`config.mk`:
```
export PLATFORM = sky130hd
export DESIGN_NAME = tfifo_dma
export DESIGN_NICKNAME = d
export VERILOG_FILES = /design/src/rtl/tfifo_pkg.sv /design/src/rtl/tfifo_cfg.sv /design/src/rtl/tfifo_ring.sv /design/src/rtl/tfifo_level.sv /design/src/rtl/tfifo_dma.sv
export SDC_FILE = /design/constraint.sdc
export NUM_CORES = 1
export LEC_CHECK = 0
export CORE_AREA = 2 2 224 226
export DETAILED_ROUTE_END_ITERATION = 10
export DIE_AREA = 0 0 226 228
export PLACE_DENSITY_LB_ADDON = 0.1
export RECOVER_POWER = 25
export SLEW_MARGIN = 20
export SYNTH_ARGS = -nofsm -noshare
export SYNTH_HDL_FRONTEND = slang
export SYNTH_SLANG_ARGS = --single-unit
export TNS_END_PERCENT = 5
```
`constraint.sdc`:
```
create_clock -name clk_i -period 4.5 [get_ports clk_i]
set_input_delay 0.9 -clock clk_i [delete_from_list [all_inputs] [get_ports clk_i]]
set_output_delay 0.9 -clock clk_i [all_outputs]
set_load 0.1 [all_outputs]
```
`src/rtl/tfifo_pkg.sv`:
```
package tfifo_pkg;
  localparam int unsigned LVL_W     = 5;
  localparam int unsigned CFG_W     = 16;
  localparam int unsigned RX_EN_BIT = 15;
  localparam int unsigned AF_LSB    = 8;
  localparam int unsigned TX_EN_BIT = 7;
  localparam int unsigned AE_LSB    = 0;

  localparam logic [LVL_W-1:0] AF_RST = '1;
  localparam logic [LVL_W-1:0] AE_RST = '0;

  typedef struct packed {
    logic             rx_en;
    logic [LVL_W-1:0] af;
    logic             tx_en;
    logic [LVL_W-1:0] ae;
  } cfg_t;

  localparam cfg_t CFG_RST = '{rx_en: 1'b0, af: AF_RST, tx_en: 1'b0, ae: AE_RST};
endpackage

```
`src/rtl/tfifo_cfg.sv`:
```
module tfifo_cfg
  import tfifo_pkg::*;
(
  input  logic             clk_i,
  input  logic             rst_ni,
  input  logic             we_i,
  input  logic [CFG_W-1:0] wdata_i,
  output cfg_t             cfg_q_o,
  output cfg_t             cfg_d_o,
  output logic [CFG_W-1:0] rdata_o
);
  cfg_t cfg_q, cfg_d;
  logic unused_wbits;

  always_comb begin
    cfg_d = cfg_q;
    if (we_i) begin
      cfg_d.rx_en = wdata_i[RX_EN_BIT];
      cfg_d.af    = wdata_i[AF_LSB +: LVL_W];
      cfg_d.tx_en = wdata_i[TX_EN_BIT];
      cfg_d.ae    = wdata_i[AE_LSB +: LVL_W];
    end
  end

  assign unused_wbits = ^{wdata_i[14:13], wdata_i[6:5]};

  always_ff @(posedge clk_i or negedge rst_ni) begin
    if (!rst_ni) cfg_q <= CFG_RST;
    else         cfg_q <= cfg_d;
  end

  always_comb begin
    rdata_o                      = '0;
    rdata_o[RX_EN_BIT]           = cfg_q.rx_en;
    rdata_o[AF_LSB +: LVL_W]     = cfg_q.af;
    rdata_o[TX_EN_BIT]           = cfg_q.tx_en;
    rdata_o[AE_LSB +: LVL_W]     = cfg_q.ae;
  end

  assign cfg_q_o = cfg_q;
  assign cfg_d_o = cfg_d;

  // a write lands in the register on the next edge
  p_cfg_load_r10: assert property (@(posedge clk_i) disable iff (!rst_ni)
    we_i |=> (rdata_o[RX_EN_BIT] == $past(wdata_i[RX_EN_BIT]) &&
              rdata_o[AF_LSB +: LVL_W] == $past(wdata_i[AF_LSB +: LVL_W])));
endmodule

```
`src/rtl/tfifo_ring.sv`:
```
module tfifo_ring #(
  parameter int unsigned WIDTH = 16,
  parameter int unsigned DEPTH = 32,
  localparam int unsigned PTR_W = $clog2(DEPTH),
  localparam int unsigned CNT_W = PTR_W + 1
) (
  input  logic             clk_i,
  input  logic             rst_ni,
  input  logic             push_i,
  input  logic [WIDTH-1:0] push_data_i,
  input  logic             pop_i,
  output logic [WIDTH-1:0] pop_data_o,
  output logic [CNT_W-1:0] count_q_o,
  output logic [CNT_W-1:0] count_d_o
);
  logic [WIDTH-1:0] mem [DEPTH];
  logic [PTR_W-1:0] wr_ptr, rd_ptr;
  logic [CNT_W-1:0] count_q, count_d;
  logic             push_ok, pop_ok;

  function automatic logic [PTR_W-1:0] ptr_inc(logic [PTR_W-1:0] p);
    return (p == PTR_W'(DEPTH - 1)) ? '0 : p + 1'b1;
  endfunction

  assign push_ok = push_i && (count_q != CNT_W'(DEPTH));
  assign pop_ok  = pop_i  && (count_q != '0);

  always_comb begin
    count_d = count_q;
    if (push_ok && !pop_ok) count_d = count_q + 1'b1;
    if (pop_ok && !push_ok) count_d = count_q - 1'b1;
  end

  always_ff @(posedge clk_i or negedge rst_ni) begin
    if (!rst_ni) begin
      wr_ptr  <= '0;
      rd_ptr  <= '0;
      count_q <= '0;
    end else begin
      if (push_ok) wr_ptr <= ptr_inc(wr_ptr);
      if (pop_ok)  rd_ptr <= ptr_inc(rd_ptr);
      count_q <= count_d;
    end
  end

  for (genvar i = 0; i < DEPTH; i++) begin : g_row
    always_ff @(posedge clk_i) begin
      if (push_ok && wr_ptr == PTR_W'(i)) mem[i] <= push_data_i;
    end
  end

  assign pop_data_o = mem[rd_ptr];
  assign count_q_o  = count_q;
  assign count_d_o  = count_d;

  p_count_bound_r3: assert property (@(posedge clk_i) disable iff (!rst_ni)
    count_q <= CNT_W'(DEPTH));

  p_full_drop_r3: assert property (@(posedge clk_i) disable iff (!rst_ni)
    (count_q == CNT_W'(DEPTH) && push_i && !pop_i) |=> (count_q == CNT_W'(DEPTH) && $stable(wr_ptr)));

  p_empty_hold_r4: assert property (@(posedge clk_i) disable iff (!rst_ni)
    (count_q == '0 && pop_i && !push_i) |=> (count_q == '0 && $stable(rd_ptr)));

  p_pair_keep_r5: assert property (@(posedge clk_i) disable iff (!rst_ni)
    (push_i && pop_i && count_q != '0 && count_q != CNT_W'(DEPTH)) |=> $stable(count_q));
endmodule

```
`src/rtl/tfifo_level.sv`:
```
module tfifo_level
  import tfifo_pkg::*;
#(
  parameter int unsigned CNT_W = 6
) (
  input  logic             clk_i,
  input  logic             rst_ni,
  input  logic [CNT_W-1:0] count_i,
  input  cfg_t             cfg_i,
  input  logic             dir_rx_i,
  input  logic             active_i,
  output logic             rx_req_o,
  output logic             af_flag_o,
  output logic             tx_req_o,
  output logic             ae_flag_o
);
  logic idle, rx_hit, tx_hit;
  logic rx_req_d, af_d, tx_req_d, ae_d;
  logic rx_req_q, af_q, tx_req_q, ae_q;

  assign idle   = !active_i && (count_i == '0);
  assign rx_hit = dir_rx_i  && (count_i > CNT_W'(cfg_i.af));
  assign tx_hit = !dir_rx_i && (count_i < CNT_W'(cfg_i.ae));

  always_comb begin
    rx_req_d = 1'b0;
    af_d     = 1'b0;
    tx_req_d = 1'b0;
    ae_d     = 1'b0;
    if (!idle) begin
      if (rx_hit) begin
        rx_req_d = cfg_i.rx_en;
        af_d     = !cfg_i.rx_en;
      end
      if (tx_hit) begin
        tx_req_d = cfg_i.tx_en;
        ae_d     = !cfg_i.tx_en;
      end
    end
  end

  always_ff @(posedge clk_i or negedge rst_ni) begin
    if (!rst_ni) begin
      rx_req_q <= 1'b0;
      af_q     <= 1'b0;
      tx_req_q <= 1'b0;
      ae_q     <= 1'b0;
    end else begin
      rx_req_q <= rx_req_d;
      af_q     <= af_d;
      tx_req_q <= tx_req_d;
      ae_q     <= ae_d;
    end
  end

  assign rx_req_o  = rx_req_q;
  assign af_flag_o = af_q;
  assign tx_req_o  = tx_req_q;
  assign ae_flag_o = ae_q;

  p_rx_route_r6: assert property (@(posedge clk_i) disable iff (!rst_ni)
    !(rx_req_q && af_q));

  p_tx_route_r7: assert property (@(posedge clk_i) disable iff (!rst_ni)
    !(tx_req_q && ae_q));

  p_rx_dir_only_r8: assert property (@(posedge clk_i) disable iff (!rst_ni)
    !dir_rx_i |=> (!rx_req_q && !af_q));

  p_tx_dir_only_r8: assert property (@(posedge clk_i) disable iff (!rst_ni)
    dir_rx_i |=> (!tx_req_q && !ae_q));

  p_idle_clear_r9: assert property (@(posedge clk_i) disable iff (!rst_ni)
    (!active_i && count_i == '0) |=> $onehot0(0) && !(rx_req_q || af_q || tx_req_q || ae_q));

  p_dma_wins_r12: assert property (@(posedge clk_i) disable iff (!rst_ni)
    (cfg_i.rx_en) |=> !af_q);
endmodule

```
`src/rtl/tfifo_dma.sv`:
```
module tfifo_dma
  import tfifo_pkg::*;
#(
  parameter int unsigned WIDTH = 16,
  parameter int unsigned DEPTH = 32,
  localparam int unsigned CNT_W = $clog2(DEPTH) + 1
) (
  input  logic             clk_i,
  input  logic             rst_ni,
  input  logic             cfg_we_i,
  input  logic [CFG_W-1:0] cfg_wdata_i,
  output logic [CFG_W-1:0] cfg_o,
  input  logic             xfer_active_i,
  input  logic             dir_rx_i,
  input  logic             push_i,
  input  logic [WIDTH-1:0] push_data_i,
  input  logic             pop_i,
  output logic [WIDTH-1:0] pop_data_o,
  output logic [CNT_W-1:0] count_o,
  output logic             empty_o,
  output logic             full_o,
  output logic             rx_dma_req_o,
  output logic             tx_dma_req_o,
  output logic             af_flag_o,
  output logic             ae_flag_o
);
  cfg_t             cfg_q, cfg_d;
  logic [CNT_W-1:0] count_q, count_d;
  logic             unused_cfg_q;

  tfifo_cfg u_cfg (
    .clk_i   (clk_i),
    .rst_ni  (rst_ni),
    .we_i    (cfg_we_i),
    .wdata_i (cfg_wdata_i),
    .cfg_q_o (cfg_q),
    .cfg_d_o (cfg_d),
    .rdata_o (cfg_o)
  );

  assign unused_cfg_q = ^cfg_q;

  tfifo_ring #(.WIDTH(WIDTH), .DEPTH(DEPTH)) u_ring (
    .clk_i       (clk_i),
    .rst_ni      (rst_ni),
    .push_i      (push_i),
    .push_data_i (push_data_i),
    .pop_i       (pop_i),
    .pop_data_o  (pop_data_o),
    .count_q_o   (count_q),
    .count_d_o   (count_d)
  );

  // evaluate against next-state values so flags line up with count_o
  tfifo_level #(.CNT_W(CNT_W)) u_level (
    .clk_i     (clk_i),
    .rst_ni    (rst_ni),
    .count_i   (count_d),
    .cfg_i     (cfg_d),
    .dir_rx_i  (dir_rx_i),
    .active_i  (xfer_active_i),
    .rx_req_o  (rx_dma_req_o),
    .af_flag_o (af_flag_o),
    .tx_req_o  (tx_dma_req_o),
    .ae_flag_o (ae_flag_o)
  );

  assign count_o = count_q;
  assign empty_o = (count_q == '0);
  assign full_o  = (count_q == CNT_W'(DEPTH));

  p_flags_reset_r1: assert property (@(posedge clk_i) disable iff (!rst_ni)
    $rose(rst_ni) |-> (count_q == '0));

  p_edge_align_r11: assert property (@(posedge clk_i) disable iff (!rst_ni)
    (dir_rx_i && xfer_active_i && !cfg_d.rx_en && count_d > CNT_W'(cfg_d.af)) |=> af_flag_o);
endmodule

```
Word-level counts from Yosys, hierarchy flattened
Memories as Yosys holds them, arrays and structs flattened. Cells that the tools add are included.

Div/mod/pow operators: 0. Shift operators: 0. Reductions and logical operators: 80. Magnitude comparators: 2. Multipliers: 0. Bitwise operators: 0. Add/subtract/negate cells: 4. Equal/unequal tests: 34. Muxes and demuxes: 170.

Operators with widths (count): 16-bit two-way mux (31); 16-bit OR reduction (31); 5-bit two-way mux (33); 1-bit two-way mux (103); 5-bit equality test (second input constant) (17); 5-bit by 4-bit equality test with 1-bit output (second input constant) (8); 1-bit logical AND (39); 5-bit by 3-bit equality test with 1-bit output (second input constant) (4); 6-bit logical NOT (2); 12-bit two-way mux (1); 6-bit two-way mux (2); 5-bit by 1-bit adder with 5-bit output (second input constant) (2); 5-bit by 2-bit equality test with 1-bit output (second input constant) (2); 6-bit by 1-bit adder with 6-bit output (second input constant) (1); 6-bit equality test (second input constant) (1); 6-bit by 5-bit > comparator with 1-bit output (1); 1-bit logical NOT (6); 6-bit by 5-bit < comparator with 1-bit output (1); 6-bit != test (second input constant) (1); 6-bit nonzero test (1); 6-bit by 1-bit subtractor with 6-bit output (second input constant) (1); 5-bit by 1-bit equality test with 1-bit output (second input constant) (1); 5-bit logical NOT (1).

ROM bits: 0. RAM bits: 512. Memories: 1. Bits in latches: 0. Output and inout port bits: 44. Word-level logic and storage cells: 302. Register bits after elaboration: 32. Bits of input ports: 39.

Memories: u_ring.mem (words 32, bits a word 16, read ports 1, clocked after memory_dff 0, wr ports 1, RTL line tfifo_ring.sv:16) `logic [WIDTH-1:0] mem [DEPTH];`.

Logic depth before layout (Yosys ltp)
Depth after elaboration: 37. Gate-level depth with buffers: 16.

Cells and area by module
A second synthesis with hierarchy kept.

Cell total of the unflattened synthesis: 1273. Area total of the unflattened synthesis: 22008.6 µm².

Modules (own cells, without submodules): tfifo_ring (instances 1, seq. area each 15775.1 µm², cells an instance 1182, area an instance 20963.9 µm²); tfifo_cfg (instances 1, seq. area each 306.5 µm², cells an instance 42, area an instance 614.3 µm²); tfifo_level (instances 1, seq. area each 100.1 µm², cells an instance 45, area an instance 401.6 µm²); tfifo_dma (instances 1, seq. area each 0.0 µm², cells an instance 4, area an instance 28.8 µm²).

Worst setup path after synthesis
Ideal clock, no wire load.

Kind: reg2reg. From: register u_ring.count_q[0], in the netlist u_ring.count_q_o[0]. To: register u_level.tx_req_q, in the netlist u_level.tx_req_o. Arrival time: 4.271 ns. Slack: 0.140 ns. Setup time: 0.089 ns. Buffers on the path: 2. Period minus slack after synthesis: 4.360 ns. Stages on the path, launching flop included: 15. Path through: dfrtp_1 buf_2 inv_1 ha_1 or4b_1 buf_6 nor2_2 a2111o_1 o31ai_1 ha_1 a21o_1 a21o_1 a211oi_1 o311a_1 nor3b_1.

Cells in the longest elaborated chain, start to end: 10. Elaborated cells on any way between the ends: 18. Those cells by class: 2 x add/sub; 1 x order compare; 1 x eq/ne; 4 x mux; 10 x reduce/logical.

Ends and longest elaborated chain: from (decl) (RTL line tfifo_ring.sv:18) `logic [CNT_W-1:0] count_q, count_d;`; from (signal assigned) (RTL line tfifo_ring.sv:42) `count_q <= count_d;`; parallel branches: the longest is 5 deep, another holds 6-bit by 1-bit adder with 6-bit output; 6-bit two-way mux (*) (RTL line tfifo_ring.sv:31) `if (pop_ok && !push_ok) count_d = count_q - 1'b1;`; named net count_d[1] (RTL line tfifo_dma.sv:28) `logic [CNT_W-1:0] count_q, count_d;`; 6-bit by 5-bit < comparator with 1-bit output (RTL line tfifo_level.sv:23) `assign tx_hit = !dir_rx_i && (count_i < CNT_W'(cfg_i.ae));`; 1-bit logical AND (RTL line tfifo_level.sv:23); 1-bit two-way mux (RTL line tfifo_level.sv:35) `if (tx_hit) begin`; 1-bit two-way mux (*) (RTL line tfifo_level.sv:30) `if (!idle) begin`; named net u_level.tx_req_d (RTL line tfifo_level.sv:18) `logic rx_req_d, af_d, tx_req_d, ae_d;`; to (signal assigned) (RTL line tfifo_level.sv:51) `tx_req_q <= tx_req_d;`; to (decl) (RTL line tfifo_level.sv:19) `logic rx_req_q, af_q, tx_req_q, ae_q;`.

Mark *: on every way through the listed nets, which the timed path passes. A chain may end at the register's enable or synchronous reset.

Worst setup path in the final report
From: register u_ring.rd_ptr[2]. To: output port pop_data_o[12].

Cells in the longest elaborated chain, start to end: 1.

Ends and longest elaborated chain: from (decl) (RTL line tfifo_ring.sv:17) `logic [PTR_W-1:0] wr_ptr, rd_ptr;`; from (signal assigned) (RTL line tfifo_ring.sv:41) `if (pop_ok) rd_ptr <= ptr_inc(rd_ptr);`; memory 32 x 16 bit; to (decl) (RTL line tfifo_dma.sv:18) `output logic [WIDTH-1:0] pop_data_o,`.

Every way passes these cells.

==> results.yml <==
outcome:
  violations: "max-capacitance violations, max-slew violations"
  status: "complete, but fails checks"
die:
  ios: 83
  dieWidth_um: 226
  start_util_pct: 44.2
  core_area_um2: 49300
  fp.dieH_um: 228
  dieArea_um2: 51500
  fp-row-count: 82
grt:
  grt_pass1_wl_um: 76000
  grt_max_degree: 72
  grt_pass1_vias: 11600
  grt_usage_pct: 20.3
  antenna_found_initial: 0
  grt_overflow: 0
drt:
  num_vias: 11300
  wl_per_cell_um: 25.6
  antenna_left: 0
  drt-pass1-iter-count: 5
  wl_um: 51300
  drt_iter0_markers: 949
  drcViolationCount: 0
  via_per_inst: 5.64
clock_network:
  clk_pin_slew_ns: 0.06
  cts_tree: "done"
  post_cts_resized: 0
  clk_latency_ns: 0.60
  clockBufferDepth: 3
  cts_post_setup_buffers_inserted: 0
  htree_levels: 2
  cts_root_buf: "clkbuf_16"
  cts_made_buffers: 56
  cts.sink_count: 544
  cts_hold_buf: 0
critical_path:
  cp.arrival_ns: 3.39
  cp_max_fo: 33
  required_ns: 3.60
  cp-start-kind: "flop"
  endpoint_kind: "output port"
  cp_num_buf_inv: 2
  max_stage_delay_ns: 0.60
  path_delay_family: "compound AO/OA/AOI/OAI gates"
  cp_slowest_cell: "dfrtp_1"
  crit_type: "reg2out"
  crit_chain: "buf_4, or2_2, o22ai_1, a21oi_1, a21o_1, buf_12"
synth:
  yosysUniqueCellTypes: 57
  yosysSeqAreaShare_pct: 74.3
  synth-async-reset-ratio_pct: 5.88
  syn_avg_cell_area_um2: 18.5
  synthTopCellsByArea: "edfxtp_1 71%, mux4_2 8.3%, mux2i_1 5.0%, dfrtp_1 3.1%, o221ai_1 2.0%"
  synth_edf_count: 512
  synthCells: 1176
  synth_top_area_share_pct: 70.6
  synth_most_common_cell: "edfxtp_1"
  ys_seq_elements: 544
  ys_warn_count: 0
  netlist_area_um2: 21800
  ys.flop_type: "edfxtp_1"
  ys_top_cells_by_count: "512 x edfxtp_1, 108 x mux2i_1, 80 x mux4_2"
  yosysTopAreaCell: "edfxtp_1"
layout:
  fillCellCount: 4016
  layout-drive-gt1-share_pct: 21.4
  nets: 1350
  design_area_um2: 25500
  syn_to_final_growth_pct: 16.8
  fin_util_pct: 51.6
  diodes: 0
placed_design:
  gp_congestion: 0.763
  io_buffers: 74
  hpwl_um: 29900
  placed_area_um2: 23800
power:
  intPower_mw: 10.9
  total_power_mw: 17.5
  vdd_drop_max_uv: 552
  clkPwrFrac_pct: 25.5
  power_frac_seq_pct: 35.2
  power_density_nw_per_um2: 686
  power.share.switching_pct: 37.5
  power_leakage_nw: 8.53
  combPwrFrac_pct: 39.3
  switchingPower_mw: 6.55
timing:
  setup_viol: 0
  worst_pin_slew_ns: 1.88
  drv_slew: 33
  fin_skew_ns: 0.0133
  rsz0062_at_grt: "false"
  final-hold-violation-count: 0
  slew_headroom_pct: -25.5
  hold_ws_ns: 0.542
  final.min_clock_period_ns: 4.29
  finalSetupTns_ns: 0
  max_freq_mhz: 233
  timing.final.crit_share_pct: 95.4
worst_hold_path:
  hold_class: "reg2reg"
run:
  drv_cap: 1
[power by group through the flow]
stage / Clock (mW) / Combinational, mW / Sequential [mW]
CTS: 4.56 / 6.97 / 6.15
finish: 4.46 / 6.86 / 6.15
detailed placement: 0 / 6.96 / 6.25
global route: 4.76 / 7.23 / 6.19
floorplan: 0 / 4.32 / 6.43
global placement: 0 / 6.92 / 6.25
[cell usage in the layout, fill, tap and decap left out, types with 5 or more instances in the layout]
cell / count
edfxtp_1: 512
mux2i_1: 108
mux4_2: 80
clkbuf_16: 57
o221ai_1: 49
buf_4: 48
clkdlybuf4s50_1: 42
nand2_1: 37
o22ai_1: 33
nor2_2: 28
clkbuf_1: 26
o21ai_0: 25
dfrtp_1: 24
a21oi_1: 23
inv_1: 22
buf_12: 22
ha_1: 20
a211oi_1: 18
a21o_1: 18
nor2_1: 13
clkinv_2: 13
nand3_1: 10
clkinv_1: 6
and3_1: 5
dfstp_2: 5
[stage by stage]
step | cells | setup WS [ns]
after floorplan | 1179 | 0.140
after global placement | 1905 | 0.689
after CTS | 2006 | 0.179
after detailed placement | 1905 | 0.714
final | 2006 | 0.209
after global routing | 2006 | 0.172
[state kept, by name (all words and copies together), names as in the netlist]
name	flops
u_level.tx_req_o	1
u_level.rx_req_o	1
u_ring.mem	512
u_level.ae_flag_o	1
u_ring.count_q_o	6
u_level.af_flag_o	1
u_cfg.cfg_q_o	12
u_ring.wr_ptr	5
u_ring.rd_ptr	5
[routing by layer]
layer	GRT usage, %	vias up	wire (um)	share of wire, %
met5	0	-	0	0
met2	31.8	303	24100	47
li1	-	5041	-	-
met1	29.4	5884	23200	45
met4	7.00	0	1530	3.0
met3	2.90	77	2450	4.8
[logic make-up after synthesis]
kind of cell,count (synthesis),synth area share [%]
xor gates and xnor gates,3,0.155
and+or+nand+nor,130,2.87
AOI/OAI and AO/OA,190,6.16
adders and majority gates,20,1.15
DFF,544,74.3
buffers and inverters,95,1.86
muxes,193,13.5
other,1,0.0172
[area by class of cell]
cell class                 count  area, um^2  area share (%)
sequential                   544       16200            63.6
inverter                      22        82.6           0.324
timing repair buffer         127        1290            5.05
clock inverter                28         250           0.983
tap                          672         841            3.30
multi-input combinational    540        5300            20.8
clock buffer                  73        1510            5.92
[final timing paths]
path / from / endpoint / slack (ns) / cells past startpoint
max: u_ring.rd_ptr[2] / pop_data_o[12] / 0.21 / 6
min: u_cfg.cfg_q_o[0] / u_cfg.cfg_q_o[0] / 0.54 / 2
max reg2reg: u_ring.count_q_o[0] / u_level.rx_req_o / 0.70 / 14
min reg2reg: u_cfg.cfg_q_o[0] / u_cfg.cfg_q_o[0] / 0.54 / 2
max in group asynchronous: rst_ni / u_ring.rd_ptr[0] / 1.81 / 2
min in group asynchronous: rst_ni / u_ring.count_q_o[5] / 1.36 / 2
[tightest hold or removal path, stage by stage, from the launching register on]
cell,delay (ns)
dfrtp_1,0.34
mux2i_1,0.09
inv_1,0.08
Power figures use the tool's default switching activity.
